$ cat src/rtl/lirq_pkg.sv
package lirq_pkg;

    localparam int VEC_W   = 8;
    localparam int NUM_VEC = 1 << VEC_W;
    localparam int CLS_W   = 4;

    typedef enum logic [2:0] {
        DM_FIXED  = 3'b000,
        DM_LOWPRI = 3'b001,
        DM_SMI    = 3'b010,
        DM_RSVD   = 3'b011,
        DM_NMI    = 3'b100,
        DM_INIT   = 3'b101,
        DM_START  = 3'b110,
        DM_EXTINT = 3'b111
    } dmode_e;

    typedef struct packed {
        logic             valid;
        logic [VEC_W-1:0] vector;
        dmode_e           mode;
        logic             logical;
        logic [VEC_W-1:0] dest;
        logic             level;
    } irq_msg_t;

    typedef struct packed {
        logic             any;
        logic [VEC_W-1:0] idx;
    } top_bit_t;

    // Index of the highest set bit; ascending scan so the last hit wins.
    function automatic top_bit_t find_top(input logic [NUM_VEC-1:0] v);
        top_bit_t r;
        r.any = 1'b0;
        r.idx = '0;
        for (int i = 0; i < NUM_VEC; i++) begin
            if (v[i]) begin
                r.any = 1'b1;
                r.idx = VEC_W'(i);
            end
        end
        return r;
    endfunction

    function automatic logic [CLS_W-1:0] cls_of(input logic [VEC_W-1:0] v);
        return v[VEC_W-1 -: CLS_W];
    endfunction

endpackage

$ cat src/rtl/lirq_dest_filter.sv
module lirq_dest_filter
    import lirq_pkg::*;
(
    input  irq_msg_t         msg,
    input  logic [VEC_W-1:0] local_id,
    output logic             take_fixed,
    output logic             take_direct
);
    logic hit;

    always_comb begin
        hit         = msg.valid && !msg.logical && (msg.dest == local_id);
        take_fixed  = 1'b0;
        take_direct = 1'b0;
        unique case (msg.mode)
            DM_FIXED, DM_LOWPRI:                        take_fixed  = hit;
            DM_SMI, DM_NMI, DM_INIT, DM_START, DM_EXTINT: take_direct = hit;
            default: ;
        endcase
    end
endmodule

$ cat src/rtl/lirq_vec_regs.sv
module lirq_vec_regs
    import lirq_pkg::*;
#(
    parameter int N = NUM_VEC,
    localparam int IW = $clog2(N)
) (
    input  logic          clk,
    input  logic          rst,
    input  logic          set_en,
    input  logic [IW-1:0] set_vec,
    input  logic          set_level,
    input  logic          ack_en,
    input  logic [IW-1:0] ack_vec,
    input  logic          eoi_en,
    input  logic [IW-1:0] eoi_vec,
    output logic [N-1:0]  irr,
    output logic [N-1:0]  isr,
    output logic [N-1:0]  tmr
);
    for (genvar g = 0; g < N; g++) begin : g_bit
        logic hit_set, hit_ack, hit_eoi;
        assign hit_set = set_en && (set_vec == IW'(g));
        assign hit_ack = ack_en && (ack_vec == IW'(g));
        assign hit_eoi = eoi_en && (eoi_vec == IW'(g));

        always_ff @(posedge clk) begin
            if (rst) begin
                irr[g] <= 1'b0;
                isr[g] <= 1'b0;
                tmr[g] <= 1'b0;
            end else begin
                if (hit_ack) irr[g] <= 1'b0;
                if (hit_set) irr[g] <= 1'b1;
                if (hit_eoi) isr[g] <= 1'b0;
                if (hit_ack) isr[g] <= 1'b1;
                if (hit_set) tmr[g] <= set_level;
            end
        end
    end
endmodule

$ cat src/rtl/lirq_prio.sv
module lirq_prio
    import lirq_pkg::*;
(
    input  logic [NUM_VEC-1:0] irr,
    input  logic [NUM_VEC-1:0] isr,
    input  logic [VEC_W-1:0]   tpr,
    output logic               offer,
    output logic [VEC_W-1:0]   offer_vec,
    output top_bit_t           svc_top,
    output logic [VEC_W-1:0]   ppr
);
    top_bit_t req_top;

    always_comb begin
        req_top = find_top(irr);
        svc_top = find_top(isr);
        if (!svc_top.any || cls_of(tpr) >= cls_of(svc_top.idx))
            ppr = tpr;
        else
            ppr = {cls_of(svc_top.idx), {(VEC_W-CLS_W){1'b0}}};
        offer     = req_top.any && (cls_of(req_top.idx) > cls_of(ppr));
        offer_vec = req_top.idx;
    end
endmodule

$ cat src/rtl/lirq_accept_top.sv
module lirq_accept_top
    import lirq_pkg::*;
(
    input  logic             clk,
    input  logic             rst,
    input  logic             msg_valid,
    input  logic [VEC_W-1:0] msg_vector,
    input  logic [2:0]       msg_mode,
    input  logic             msg_logical,
    input  logic [VEC_W-1:0] msg_dest,
    input  logic             msg_level,
    input  logic             id_wr,
    input  logic [VEC_W-1:0] id_wdata,
    input  logic             tpr_wr,
    input  logic [VEC_W-1:0] tpr_wdata,
    input  logic             eoi_wr,
    input  logic             core_ack,
    output logic             irq_req,
    output logic [VEC_W-1:0] irq_vector,
    output logic             direct_valid,
    output logic [2:0]       direct_mode,
    output logic [VEC_W-1:0] direct_vector,
    output logic             eoi_bcast_valid,
    output logic [VEC_W-1:0] eoi_bcast_vector
);
    irq_msg_t             msg;
    logic                 take_fixed, take_direct;
    logic [VEC_W-1:0]     id_q, tpr_q, ppr;
    logic [NUM_VEC-1:0]   irr_q, isr_q, tmr_q;
    top_bit_t             svc_top;
    logic                 ack_en, eoi_en;

    always_comb begin
        msg.valid   = msg_valid;
        msg.vector  = msg_vector;
        msg.mode    = dmode_e'(msg_mode);
        msg.logical = msg_logical;
        msg.dest    = msg_dest;
        msg.level   = msg_level;
    end

    lirq_dest_filter u_filt (
        .msg         (msg),
        .local_id    (id_q),
        .take_fixed  (take_fixed),
        .take_direct (take_direct)
    );

    assign ack_en = core_ack && irq_req;
    assign eoi_en = eoi_wr && svc_top.any;

    lirq_vec_regs #(.N(NUM_VEC)) u_regs (
        .clk       (clk),
        .rst       (rst),
        .set_en    (take_fixed),
        .set_vec   (msg.vector),
        .set_level (msg.level),
        .ack_en    (ack_en),
        .ack_vec   (irq_vector),
        .eoi_en    (eoi_en),
        .eoi_vec   (svc_top.idx),
        .irr       (irr_q),
        .isr       (isr_q),
        .tmr       (tmr_q)
    );

    lirq_prio u_prio (
        .irr       (irr_q),
        .isr       (isr_q),
        .tpr       (tpr_q),
        .offer     (irq_req),
        .offer_vec (irq_vector),
        .svc_top   (svc_top),
        .ppr       (ppr)
    );

    always_ff @(posedge clk) begin
        if (rst) begin
            id_q             <= '0;
            tpr_q            <= '0;
            direct_valid     <= 1'b0;
            direct_mode      <= '0;
            direct_vector    <= '0;
            eoi_bcast_valid  <= 1'b0;
            eoi_bcast_vector <= '0;
        end else begin
            if (id_wr)  id_q  <= id_wdata;
            if (tpr_wr) tpr_q <= tpr_wdata;
            direct_valid <= take_direct;
            if (take_direct) begin
                direct_mode   <= msg_mode;
                direct_vector <= msg_vector;
            end
            eoi_bcast_valid <= eoi_en && tmr_q[svc_top.idx];
            if (eoi_en) eoi_bcast_vector <= svc_top.idx;
        end
    end
endmodule

$ cat config.mk
export PLATFORM = sky130hd
export DESIGN_NAME = lirq_accept_top
export DESIGN_NICKNAME = d
export VERILOG_FILES = /design/src/rtl/lirq_pkg.sv /design/src/rtl/lirq_dest_filter.sv /design/src/rtl/lirq_vec_regs.sv /design/src/rtl/lirq_prio.sv /design/src/rtl/lirq_accept_top.sv
export SDC_FILE = /design/constraint.sdc
export NUM_CORES = 2
export LEC_CHECK = 0
export ABC_AREA = 1
export BUFFER_PORTS_ARGS = -buffer_cell sky130_fd_sc_hd__buf_4
export CAP_MARGIN = 15
export CORE_ASPECT_RATIO = 1.2
export CORE_MARGIN = 5
export CORE_UTILIZATION = 60
export DETAILED_ROUTE_END_ITERATION = 7
export PLACE_DENSITY_LB_ADDON = 0.15
export SLEW_MARGIN = 30
export SYNTH_ARGS = -nofsm -noshare
export SYNTH_HDL_FRONTEND = slang
export SYNTH_HIERARCHICAL = 1
export SYNTH_SLANG_ARGS = --single-unit
$ cat constraint.sdc
create_clock -name clk -period 18.6 [get_ports clk]
set_input_delay 5.58 -clock clk [delete_from_list [all_inputs] [get_ports clk]]
set_output_delay 5.58 -clock clk [all_outputs]
set_load 0.1 [all_outputs]
==> flow_summary_export.csv <==
group,metric,value,unit
power_and_ir_drop,p_per_area,78.3,nW/um^2
finish,final_layout_size_suffix_gt1_share,6.09,%
critical_path,cp.required,13.02,ns
hold_path,holdPathEnd,"u_regs/tmr[28]",
logic_synthesis,synth_area_per_cell,6.13,um^2
timing,finalSetupTns,-0.439,ns
power_and_ir_drop,seqPwrFrac,47.6,%
floorplanning,fp-row-count,106,
timing,worstMarginPinSlew,1.14,ns
power_and_ir_drop,p_leak,0.0186,uW
finish,stdcell_count,7767,
timing,drv_slew,0,
clock_tree,cts_sinks,801,
critical_path,cp-start-kind,"register",
power_and_ir_drop,intPower,2790,uW
flow_run,maxCapViolations,0,
route,dr.first_iter.drc_count,6012,
global_routing,grt_pass1_vias,39500,
critical_path,arrival,13.46,ns
placement,place_ws,0.308,ns
timing,setup_ws,-0.439,ns
finish,nets,6832,
floorplanning,initial_core_util,60.4,%
route,ant_nets,0,
route,route.detailed.drc,0,
power_and_ir_drop,peakVddDrop,0.0811,mV
power_and_ir_drop,p_comb_share,2.5,%
placement,dp_hpwl,110,mm
critical_path,crit_path_max_incr_delay,0.32,ns
floorplanning,io_pins,74,
timing,slew_headroom,23.6,%
logic_synthesis,syn_area,42100,um^2
critical_path,crit_buf_inv,2,
clock_tree,cts_buffers,83,
route,wirelength,159,mm
timing,finalWorstPathRequiredPeriod,19.04,ns
critical_path,worstPathMaxFanout,2,
route,detail_route.vias_per_cell,5.79,
critical_path,rrSetupSlack,2.54,ns
status,violations,"negative setup slack",
timing,period_share,102,%
clock_tree,h-tree-depth,3,
critical_path,reg2reg_from,"u_regs/isr[1]",
finish,mostFrequentLayoutCells,"nand2_1, nor2_1, dfxtp_1, nand3_1, inv_1",
global_routing,track_usage,40.0,%
placement,finalWeightedCongestion,1.04,
clock_tree,cts_root_buf,"clkbuf_16",
logic_synthesis,syn_inst,6863,
global_routing,grt_pass1_wl,234,mm
clock_tree,insertion_delay,0.65,ns
critical_path,r2r-end,"u_regs/isr[83]",
timing,fin_skew,0.0224,ns
timing,finalHoldViolations,0,
critical_path,crit_family,"simple AND/OR/NAND/NOR gates",
hold_path,min_from,"u_regs/tmr[28]",
critical_path,cp_common_cell,"nand2_1",
power_and_ir_drop,power_frac_clock,49.9,%
clock_tree,tritoncts,"built",
route,wl_per_cell,20.5,um
hold_path,hold_path.class,"reg -> reg",
power_and_ir_drop,p_sw,821,uW
logic_synthesis,ys_warn_count,6,
timing,grt_setup_unrepaired,"yes",
global_routing,grt_max_degree,130,
floorplanning,die_area,75500,um^2
status,outcome,"complete, but fails checks",
finish,layout_commonest_cell,"nand2_1",
floorplanning,die_w,252,um
critical_path,cp_slowest_cell,"dfxtp_2",
timing,setup_violations,1,
global_routing,grt_overflow,0,
clock_tree,cts.clk_slew.worst_paths,0.06,ns
placement,dp_cells,7611,
finish,fill_cells,6620,
placement,portBuffers,69,
route,firstDrtPassIters,6,
critical_path,reg2reg_depth,260,
floorplanning,dieHeight,300,um
route,dr_total_vias,44900,
finish,syn2layout_area_growth,9.54,%
logic_synthesis,syn_nets,6915,
hold_path,whs_path_depth,2,
global_routing,antenna_found_initial,2,
critical_path,critPathKind,"reg -> out",
power_and_ir_drop,swShare,22.8,%
critical_path,crit_path_end_kind,"primary output",
floorplanning,core,69600,um^2
timing,fmax,0.0525,GHz
timing,whs,0.464,ns
clock_tree,clock_path_buffers,3,
==> power groups by stage <==
| stage | Sequential [uW] | Combinational (uW) | Clock, uW |
|---|---|---|---|
| after global routing | 1720 | 95.9 | 1880 |
| final | 1720 | 89.8 | 1800 |
| after CTS | 1720 | 85.9 | 1800 |
| after floorplan | 1760 | 58.6 | 0 |
| after global placement | 1760 | 85.0 | 0 |
| after detailed placement | 1760 | 85.7 | 0 |
==> flip-flops by register name, indices dropped and copies added (netlist names), 3 cells and up <==
name / flops
u_regs/isr: 256
u_regs/tmr: 256
id_q: 8
eoi_bcast_vector: 8
tpr_q: 4
direct_mode: 3
u_regs/irr: 256
direct_vector: 8
==> worst register-to-register path: cells and delay by family, from the launching register on <==
| family | cells | cell delay [ns] |
|---|---|---|
| DFF | 1 | 0.49 |
| and+or+nand+nor | 256 | 14.28 |
| AOI/OAI and AO/OA | 2 | 0.32 |
| buffers and inverters | 2 | 0.75 |
==> cell type report <==
class | instances | area (um^2) | share of cell area (%)
Multi-Input combinational cell | 4973 | 21300 | 46.2
Sequential cell | 801 | 16000 | 34.8
Inverter | 762 | 3400 | 7.38
Clock buffer | 110 | 2350 | 5.10
Timing Repair Buffer | 159 | 1250 | 2.71
Tap cell | 918 | 1150 | 2.49
Clock inverter | 42 | 586 | 1.27
Antenna cell | 2 | 5.00 | 0.0109
==> how the worst max path moves through the flow <==
stage | depth (start not counted) | start | slack, ns | to
after global routing | 256 | u_regs/irr[2] | -2.92 | irq_vector[0]
final | 256 | u_regs/irr[2] | -0.44 | irq_vector[0]
after detailed placement | 256 | u_regs/irr[2] | 0.31 | irq_vector[0]
after global placement | 256 | u_regs/irr[2] | 0.25 | irq_vector[0]
after floorplan | 255 | u_regs/irr[2] | 1.41 | irq_vector[0]
after CTS | 256 | u_regs/irr[2] | -0.38 | irq_vector[0]
==> metrics by stage <==
stage	util (%)	power, uW	instance area (um^2)
after CTS	66.1	3610	46000
after global placement	61.8	1840	43000
after detailed placement	61.9	1840	43100
final	66.2	3610	46100
after floorplan	-	1820	42100
after global routing	66.2	3690	46100
==> layer usage <==
metal	track usage [%]	share of wire, %	vias to the layer above
met5	0	0	-
met4	23.4	7.1	0
met3	8.24	12	617
met2	60.9	42	2753
met1	52.8	38	20100
li1	-	-	21400
==> what timing repair did <==
action	in CTS	in global routing
pin swaps	0	4
setup buffers	0	1
hold buffers	0	0
endpoints found under the setup margin	1	1
resized for setup	4	4
Note: power is estimated with default switching activity, not from simulation.
